### src/rtl/hsp_pkg.sv
package hsp_pkg;
  localparam int unsigned DATA_W = 8;
  localparam int unsigned ADDR_W = 2;

  localparam logic [ADDR_W-1:0] A_CTRL  = 2'd0;
  localparam logic [ADDR_W-1:0] A_PORTC = 2'd1;
  localparam logic [ADDR_W-1:0] A_PORTB = 2'd2;
  localparam logic [ADDR_W-1:0] A_DDRC  = 2'd3;

  localparam int unsigned B_FLAG = 7;
  localparam int unsigned B_HS   = 6;
  localparam int unsigned B_OUT  = 5;
  localparam int unsigned B_PLS  = 4;
  localparam int unsigned B_RISE = 3;

  typedef struct packed {
    logic hs;
    logic out_sel;
    logic pulse;
    logic rise;
  } cfg_t;
endpackage

### src/rtl/hsp_stra_sync.sv
module hsp_stra_sync #(
  parameter int unsigned STAGES = 2
) (
  input  logic clk,
  input  logic rst_n,
  input  logic pin,
  input  logic rise_sel,
  output logic act_edge,
  output logic act_level
);
  logic [STAGES-1:0] chain;
  logic              last;
  logic              synced;

  always_ff @(posedge clk or negedge rst_n) begin
    if (!rst_n) begin
      chain <= '0;
      last  <= 1'b0;
    end else begin
      chain <= {chain[STAGES-2:0], pin};
      last  <= chain[STAGES-1];
    end
  end

  assign synced    = chain[STAGES-1];
  assign act_edge  = rise_sel ? (synced & ~last) : (~synced & last);
  assign act_level = rise_sel ? synced : ~synced;
endmodule

### src/rtl/hsp_flag.sv
module hsp_flag (
  input  logic clk,
  input  logic rst_n,
  input  logic act_edge,
  input  logic stat_rd,
  input  logic data_acc,
  output logic flag
);
  logic armed;

  always_ff @(posedge clk or negedge rst_n) begin
    if (!rst_n) begin
      flag  <= 1'b0;
      armed <= 1'b0;
    end else begin
      if (act_edge) begin
        flag <= 1'b1;
      end else if (armed && data_acc) begin
        flag <= 1'b0;
      end
      if (stat_rd) begin
        armed <= flag;
      end else if (data_acc) begin
        armed <= 1'b0;
      end
    end
  end
endmodule

### src/rtl/hsp_strobe.sv
module hsp_strobe #(
  parameter int unsigned PULSE_CYCLES = 2
) (
  input  logic clk,
  input  logic rst_n,
  input  logic pulse_mode,
  input  logic level_mode,
  input  logic simple_trig,
  input  logic hs_trig,
  input  logic act_edge,
  output logic strb
);
  localparam int unsigned CNT_W = $clog2(PULSE_CYCLES + 1);
  localparam logic [CNT_W-1:0] CNT_LOAD = CNT_W'(PULSE_CYCLES);

  logic [CNT_W-1:0] cnt;
  logic             lvl;

  always_ff @(posedge clk or negedge rst_n) begin
    if (!rst_n) begin
      cnt <= '0;
      lvl <= 1'b0;
    end else begin
      if (simple_trig || (hs_trig && pulse_mode)) begin
        cnt <= CNT_LOAD;
      end else if (cnt != '0) begin
        cnt <= cnt - 1'b1;
      end
      if (!level_mode) begin
        lvl <= 1'b0;
      end else if (hs_trig) begin
        lvl <= 1'b1;
      end else if (act_edge) begin
        lvl <= 1'b0;
      end
    end
  end

  assign strb = (cnt != '0) | lvl;
endmodule

### src/rtl/hsp_port_ctrl.sv
module hsp_port_ctrl
  import hsp_pkg::*;
#(
  parameter int unsigned PULSE_CYCLES = 2,
  parameter int unsigned SYNC_STAGES  = 2
) (
  input  logic              clk,
  input  logic              rst_n,
  input  logic              bus_sel,
  input  logic              bus_wr,
  input  logic [ADDR_W-1:0] bus_addr,
  input  logic [DATA_W-1:0] bus_wdata,
  output logic [DATA_W-1:0] bus_rdata,
  input  logic [DATA_W-1:0] pc_in,
  output logic [DATA_W-1:0] pc_out,
  output logic [DATA_W-1:0] pc_oe,
  output logic [DATA_W-1:0] pb_out,
  input  logic              stra_in,
  output logic              strb_out
);
  cfg_t              cfg;
  logic [DATA_W-1:0] ddr_q;
  logic [DATA_W-1:0] pb_q;
  logic [DATA_W-1:0] pc_q;
  logic              act_edge;
  logic              act_level;
  logic              flag;
  logic              out_mode;
  logic              rd_pc, wr_pc, wr_pb, wr_ctrl, wr_ddr, rd_ctrl;
  logic              data_acc;

  assign out_mode = cfg.hs & cfg.out_sel;
  assign rd_ctrl  = bus_sel & ~bus_wr & (bus_addr == A_CTRL);
  assign rd_pc    = bus_sel & ~bus_wr & (bus_addr == A_PORTC);
  assign wr_ctrl  = bus_sel &  bus_wr & (bus_addr == A_CTRL);
  assign wr_pc    = bus_sel &  bus_wr & (bus_addr == A_PORTC);
  assign wr_pb    = bus_sel &  bus_wr & (bus_addr == A_PORTB);
  assign wr_ddr   = bus_sel &  bus_wr & (bus_addr == A_DDRC);
  assign data_acc = out_mode ? wr_pc : rd_pc;

  hsp_stra_sync #(.STAGES(SYNC_STAGES)) sync_i (
    .clk(clk), .rst_n(rst_n), .pin(stra_in), .rise_sel(cfg.rise),
    .act_edge(act_edge), .act_level(act_level)
  );

  hsp_flag flag_i (
    .clk(clk), .rst_n(rst_n), .act_edge(act_edge), .stat_rd(rd_ctrl),
    .data_acc(data_acc), .flag(flag)
  );

  hsp_strobe #(.PULSE_CYCLES(PULSE_CYCLES)) strobe_i (
    .clk(clk), .rst_n(rst_n), .pulse_mode(cfg.pulse),
    .level_mode(cfg.hs & ~cfg.pulse), .simple_trig(~cfg.hs & wr_pb),
    .hs_trig(cfg.hs & data_acc), .act_edge(act_edge), .strb(strb_out)
  );

  always_ff @(posedge clk or negedge rst_n) begin
    if (!rst_n) begin
      cfg   <= '0;
      ddr_q <= '0;
      pb_q  <= '0;
      pc_q  <= '0;
    end else begin
      if (wr_ctrl) begin
        cfg <= '{hs: bus_wdata[B_HS], out_sel: bus_wdata[B_OUT],
                 pulse: bus_wdata[B_PLS], rise: bus_wdata[B_RISE]};
      end
      if (wr_ddr) ddr_q <= bus_wdata;
      if (wr_pb)  pb_q  <= bus_wdata;
      if (wr_pc) begin
        pc_q <= bus_wdata;
      end else if (act_edge && !out_mode) begin
        pc_q <= pc_in;
      end
    end
  end

  always_comb begin
    bus_rdata = '0;
    unique case (bus_addr)
      A_CTRL: begin
        bus_rdata[B_FLAG] = flag;
        bus_rdata[B_HS]   = cfg.hs;
        bus_rdata[B_OUT]  = cfg.out_sel;
        bus_rdata[B_PLS]  = cfg.pulse;
        bus_rdata[B_RISE] = cfg.rise;
      end
      A_PORTC: bus_rdata = pc_q;
      A_PORTB: bus_rdata = pb_q;
      default: bus_rdata = ddr_q;
    endcase
  end

  assign pc_out = pc_q;
  assign pb_out = pb_q;
  assign pc_oe  = (out_mode && act_level) ? '1 : ddr_q;
endmodule

### config.mk
export PLATFORM = sky130hd
export DESIGN_NAME = hsp_port_ctrl
export DESIGN_NICKNAME = d
export VERILOG_FILES = /design/src/rtl/hsp_pkg.sv /design/src/rtl/hsp_stra_sync.sv /design/src/rtl/hsp_flag.sv /design/src/rtl/hsp_strobe.sv /design/src/rtl/hsp_port_ctrl.sv
export SDC_FILE = /design/constraint.sdc
export NUM_CORES = 1
export LEC_CHECK = 0
export CORE_MARGIN = 3
export CORE_UTILIZATION = 47
export CTS_CLUSTER_DIAMETER = 100
export CTS_CLUSTER_SIZE = 40
export DETAILED_ROUTE_END_ITERATION = 12
export GPL_TIMING_DRIVEN = 0
export PLACE_DENSITY_LB_ADDON = 0.1
export SYNTH_ARGS = -nofsm -noshare
export SYNTH_HDL_FRONTEND = slang
export SYNTH_SLANG_ARGS = --single-unit
### constraint.sdc
create_clock -name clk -period 2 [get_ports clk]
set_clock_uncertainty 0.2 [all_clocks]
set_input_delay 0.2 -clock clk [delete_from_list [all_inputs] [get_ports clk]]
set_output_delay 0.2 -clock clk [all_outputs]
set_load 0.005 [all_outputs]
# Word level (Yosys, flattened, before mapping)
# Cells that the tools add are included.
# totals
reg_bits	36
inputBits	23
output_inout_bits	33
# classes
n_addsub	1
n_eq_ne	4
mux	17
n_bitwise	20
reduce_logical	12
# op_table
operator	n
$mux W8	3
$pmux W5 S3	1
$and A1 B1 Y1	14
$mux W1	10
$reduce_bool A2 Y1	5
$pmux W3 S3	1
$not A1 Y1	5
$eq A2 B2 Y1 const B	2
$logic_and A1 B1 Y1	4
$mux W2	2
$ne A3 B3 Y1 const B	1
$eq A2 B1 Y1 const B	1
$logic_not A2 Y1	1
$sub A2 B1 Y2 const B	1
$logic_not A1 Y1	1
$logic_or A1 B1 Y1	1
$or A1 B1 Y1	1

# Depth between registers and ports, before layout
# depth
depth_word	8
mapped_depth	5
ltp_nobuf	4

# By module
# From an unflattened synthesis, not the netlist that was laid out.
# unflattened
hier_cells	155
area_unflattened_um2	1899.3
# modules_own_cells
mod	n_inst	cells_per_inst	area_per_inst_um2	seq_area_each_um2
hsp_port_ctrl	1	126	1559.0	700.7
hsp_strobe	1	15	153.9	75.1
hsp_stra_sync	1	7	106.4	75.1
hsp_flag	1	7	80.1	50.0

# Worst setup path before layout
# OpenSTA, ideal clock, no wires.
# synth_timing
path_type	reg-to-output
startpoint	register sync_i.chain[1]
endpoint	output pc_oe[0]
t_arrival_ps	1187
required_ps	1600
setup_slack_ps	413
stages_incl_launch_ff	6
n_path_buf	2
cell_sequence	dfrtp_1 buf_2 clkbuf_2 xor2_1 nor2_1 or2_2
# synth_between
elab_chain_cells	4
# synth_rtl
element	line_no	text
start: declaration	hsp_stra_sync.sv:11	logic [STAGES-1:0] chain;
start signal: assignment	hsp_stra_sync.sv:20	chain <= {chain[STAGES-2:0], pin};
$not A1 Y1	hsp_stra_sync.sv:27	assign act_level = rise_sel ? synced : ~synced;
$mux W1 (*)	hsp_stra_sync.sv:27	
$logic_and A1 B1 Y1 (*)	hsp_port_ctrl.sv:96	assign pc_oe = (out_mode && act_level) ? '1 : ddr_q;
$mux W8 (*)	hsp_port_ctrl.sv:96	
end: declaration	hsp_port_ctrl.sv:16	output logic [DATA_W-1:0] pc_oe,
# Mark *: on every way between the ends. The rest lies on a longest branch, timed or not.

# Worst setup path in the final report
# layout_timing
startpoint	register cfg[0] (netlist name)
endpoint	output pc_oe[6]
# layout_between
elab_chain_cells	3
# layout_rtl
element	line_no	text
start: declaration	hsp_port_ctrl.sv:21	cfg_t cfg;
start signal: assignment	hsp_port_ctrl.sv:65	cfg <= '{hs: bus_wdata[B_HS], out_sel: bus_wdata[B_OUT],
$mux W1	hsp_stra_sync.sv:27	
$logic_and A1 B1 Y1	hsp_port_ctrl.sv:96	
$mux W8	hsp_port_ctrl.sv:96	
# Every way passes these cells.

==> metrics.cfg <==
[critical_path]
end_kind=output pin
timing.rr.start=cfg[3]
r2r_setup_slack_ns=0.06
cp_max_fo=6
cp.arrival_ns=1.75
reg2regPathDepth=6
required_ns=1.60
critPathLaunchType=flop
worstReg2RegEnd=strobe_i.cnt[1]
path_class=flop to output pin

[logic_synthesis]
avgSynthCellArea_um2=11.5
ys.flop_type=dfrtp_1
yosysWarnings=0
synth_top_area_share_pct=43.6
syn-num-nets=204
synth.area.top_cells=dfrtp_1 (44%), mux2_2 (13%), mux4_2 (5.4%), a221oi_1 (3.4%), o211ai_1 (2.9%)
ys_seq_elements=36
syn_inst=180
ys_async_sr_fraction_pct=100
yosysSeqAreaShare_pct=43.6
mappedNetlistArea_um2=2070
yosysTopAreaCell=dfrtp_1
synth-edff-count=0
synth_cell_types=38

[cells_and_area]
drive_above_1_share_pct=35.0
stdcell_area_um2=2960
fillers=279
regArea_um2=905
final_core_util_pct=72.0
nets=280
syn2layout_area_growth_pct=43.3
multiInputGateArea_um2=1130
insertedDiodeCount=0

[min_path]
min-delay-start=bus_wr
hold_depth=4
hold_end=flag_i.armed
hold_path.class=input pin to flop

[detailed_routing]
drc=0
routedWlPerCell_um=19.4
antenna_left=0
drt_first_pass_iters=4
drt_iter0_drc=135
routed_wl_um=5950
vias=1812
post_drt_via_cell_ratio=5.90

[die]
dieArea_um2=5230
initial_utilization_pct=50.3
rows=23
die_w_um=72.3
core_region_area_um2=4120
ios=56
die_h_um=72.3

[sta]
min_period_over_period_pct=107
hold_viol=0
rsz0062_at_grt=true
slew_viol_final=0
setup_violations=8
max_freq_mhz=465
timing.final.ws_setup_ns=-0.149
worst_pin_slew_ns=0.814
relSlewSlack_pct=45.7
period_minus_slack_ns=2.15

[grt]
antenna_found_initial=0
overflow=0
grt_pass1_vias=1933
track_usage_pct=24.4
grt_max_degree=37
grt_pass1_wl_um=9540

[power_and_ir_drop]
p_total_mw=3.06
leakagePower_nw=1.32
ir_drop_v=0.000572
power_density_nw_per_um2=1030

[cts]
cts_sinks=36
path_clk_slew_ns=0.07
cts-root-buf=clkbuf_8
clock_path_buffers=2
cts_tree=built
cts_buffers=5
insertion_delay_ns=0.29
htreeDepth=2

[place]
dp_hpwl_um=4030
dp_slack_ns=-0.572
port_buffers=52
place.gp.congestion=0.827
dpl-instance-area_um2=2650

[outcome]
status=complete, but fails checks
violations=negative setup slack

[flow_run]
max-cap-violations=0

layout by cell type, fill, tap and decap left out, types with 4 or more instances in the layout:
cell type / count
clkdlybuf4s50_1: 39
dfrtp_1: 33
mux2_2: 23
buf_4: 17
nor2_1: 10
nor2b_1: 9
and2_1: 8
and3_1: 8
a221oi_1: 8
o211ai_1: 8
a31oi_1: 8
buf_6: 7
clkbuf_8: 6
buf_2: 5
mux4_2: 5
or2_2: 5
inv_1: 4
area by class of cell:
| class | instances | area share, % |
|---|---|---|
| plain buffers | 10 | 2.53 |
| multi-input cells | 127 | 38.1 |
| clock inverters | 2 | 1.18 |
| flip-flops and latches | 36 | 30.5 |
| well taps | 50 | 2.11 |
| inverters | 4 | 0.507 |
| clock buffers | 6 | 2.45 |
| repair buffers | 72 | 22.6 |
flip-flops by register name, summed over array words and instances (netlist names):
register / cells
strobe_i.lvl: 1
sync_i.last: 1
pc_out: 8
flag_i.flag: 1
strobe_i.cnt: 2
flag_i.armed: 1
cfg: 4
pb_out: 8
sync_i.chain: 2
ddr_q: 8
synthesized netlist by cell type, types with 3 or more instances:
| cell | number |
|---|---|
| a221oi_1 | 8 |
| a22o_1 | 3 |
| a31oi_1 | 8 |
| and2_1 | 8 |
| and3_1 | 8 |
| buf_2 | 5 |
| dfrtp_1 | 36 |
| inv_1 | 4 |
| mux2_2 | 23 |
| mux4_2 | 5 |
| nand2_1 | 4 |
| nand2b_1 | 3 |
| nor2_1 | 11 |
| nor2b_1 | 9 |
| o211ai_1 | 8 |
| or2_2 | 8 |
metal layers:
metal	vias up	GRT usage [%]	routed length, um
met5	-	0	0
met4	0	8.56	114
met3	13	6.65	409
met1	885	29.9	2350
li1	825	-	-
met2	89	41.2	3080
metrics by stage:
| step | std cells | hold slack (ns) | setup TNS (ns) |
|---|---|---|---|
| after floorplan | 180 | -0.296 | 0 |
| after global placement | 282 | 0.143 | -15.54 |
| after detailed placement | 282 | 0.136 | -7.38 |
| after CTS | 304 | 0.0341 | -1.58 |
| after global routing | 307 | 0.0513 | -1.68 |
| final | 307 | 0.0465 | -1.10 |
where the power goes:
group	switching [mW]	internal, mW
clock	0.263	0.370
combinational	0.490	0.840
sequential	0.177	0.919
critical path, stage by stage, from the launching register on:
cell and delay, ns:
dfrtp_2 0.46, xor2_4 0.20, nor2_4 0.16, or2_2 0.14, clkdlybuf4s50_1 0.50
worst max-delay path by stage:
stage,startpoint,endpoint,slack [ns],depth (start not counted)
global placement,sync_i.chain[1],pc_oe[1],-0.50,6
finish,cfg[0],pc_oe[6],-0.15,4
floorplan,sync_i.chain[1],pc_oe[0],0.41,5
CTS,sync_i.chain[1],pc_oe[6],-0.23,5
global route,cfg[0],pc_oe[3],-0.22,4
detailed placement,sync_i.chain[1],pc_oe[7],-0.57,6
cells by family (layout without fill, tap and decap cells):
logic type               Yosys count  in the layout  synth area share, %
buffers and inverters             17             94                 4.17
adder cells (fa/ha/maj)            1              1                0.605
multiplexers                      29             29                 18.5
AO/OA/AOI/OAI                     33             33                 12.6
AND/OR/NAND/NOR                   62             62                 19.7
flip-flops                        36             36                 43.6
XOR/XNOR                           2              2                0.847
timing repair:
action	4_1_cts	5_1_grt
resized for setup	35	23
gates cloned	0	0
pin swaps	4	1
hold buffers	1	0
setup buffers	14	5
hold endpoints to repair	36	0
endpoints found under the setup margin	16	13
Power figures use the tool's default switching activity.
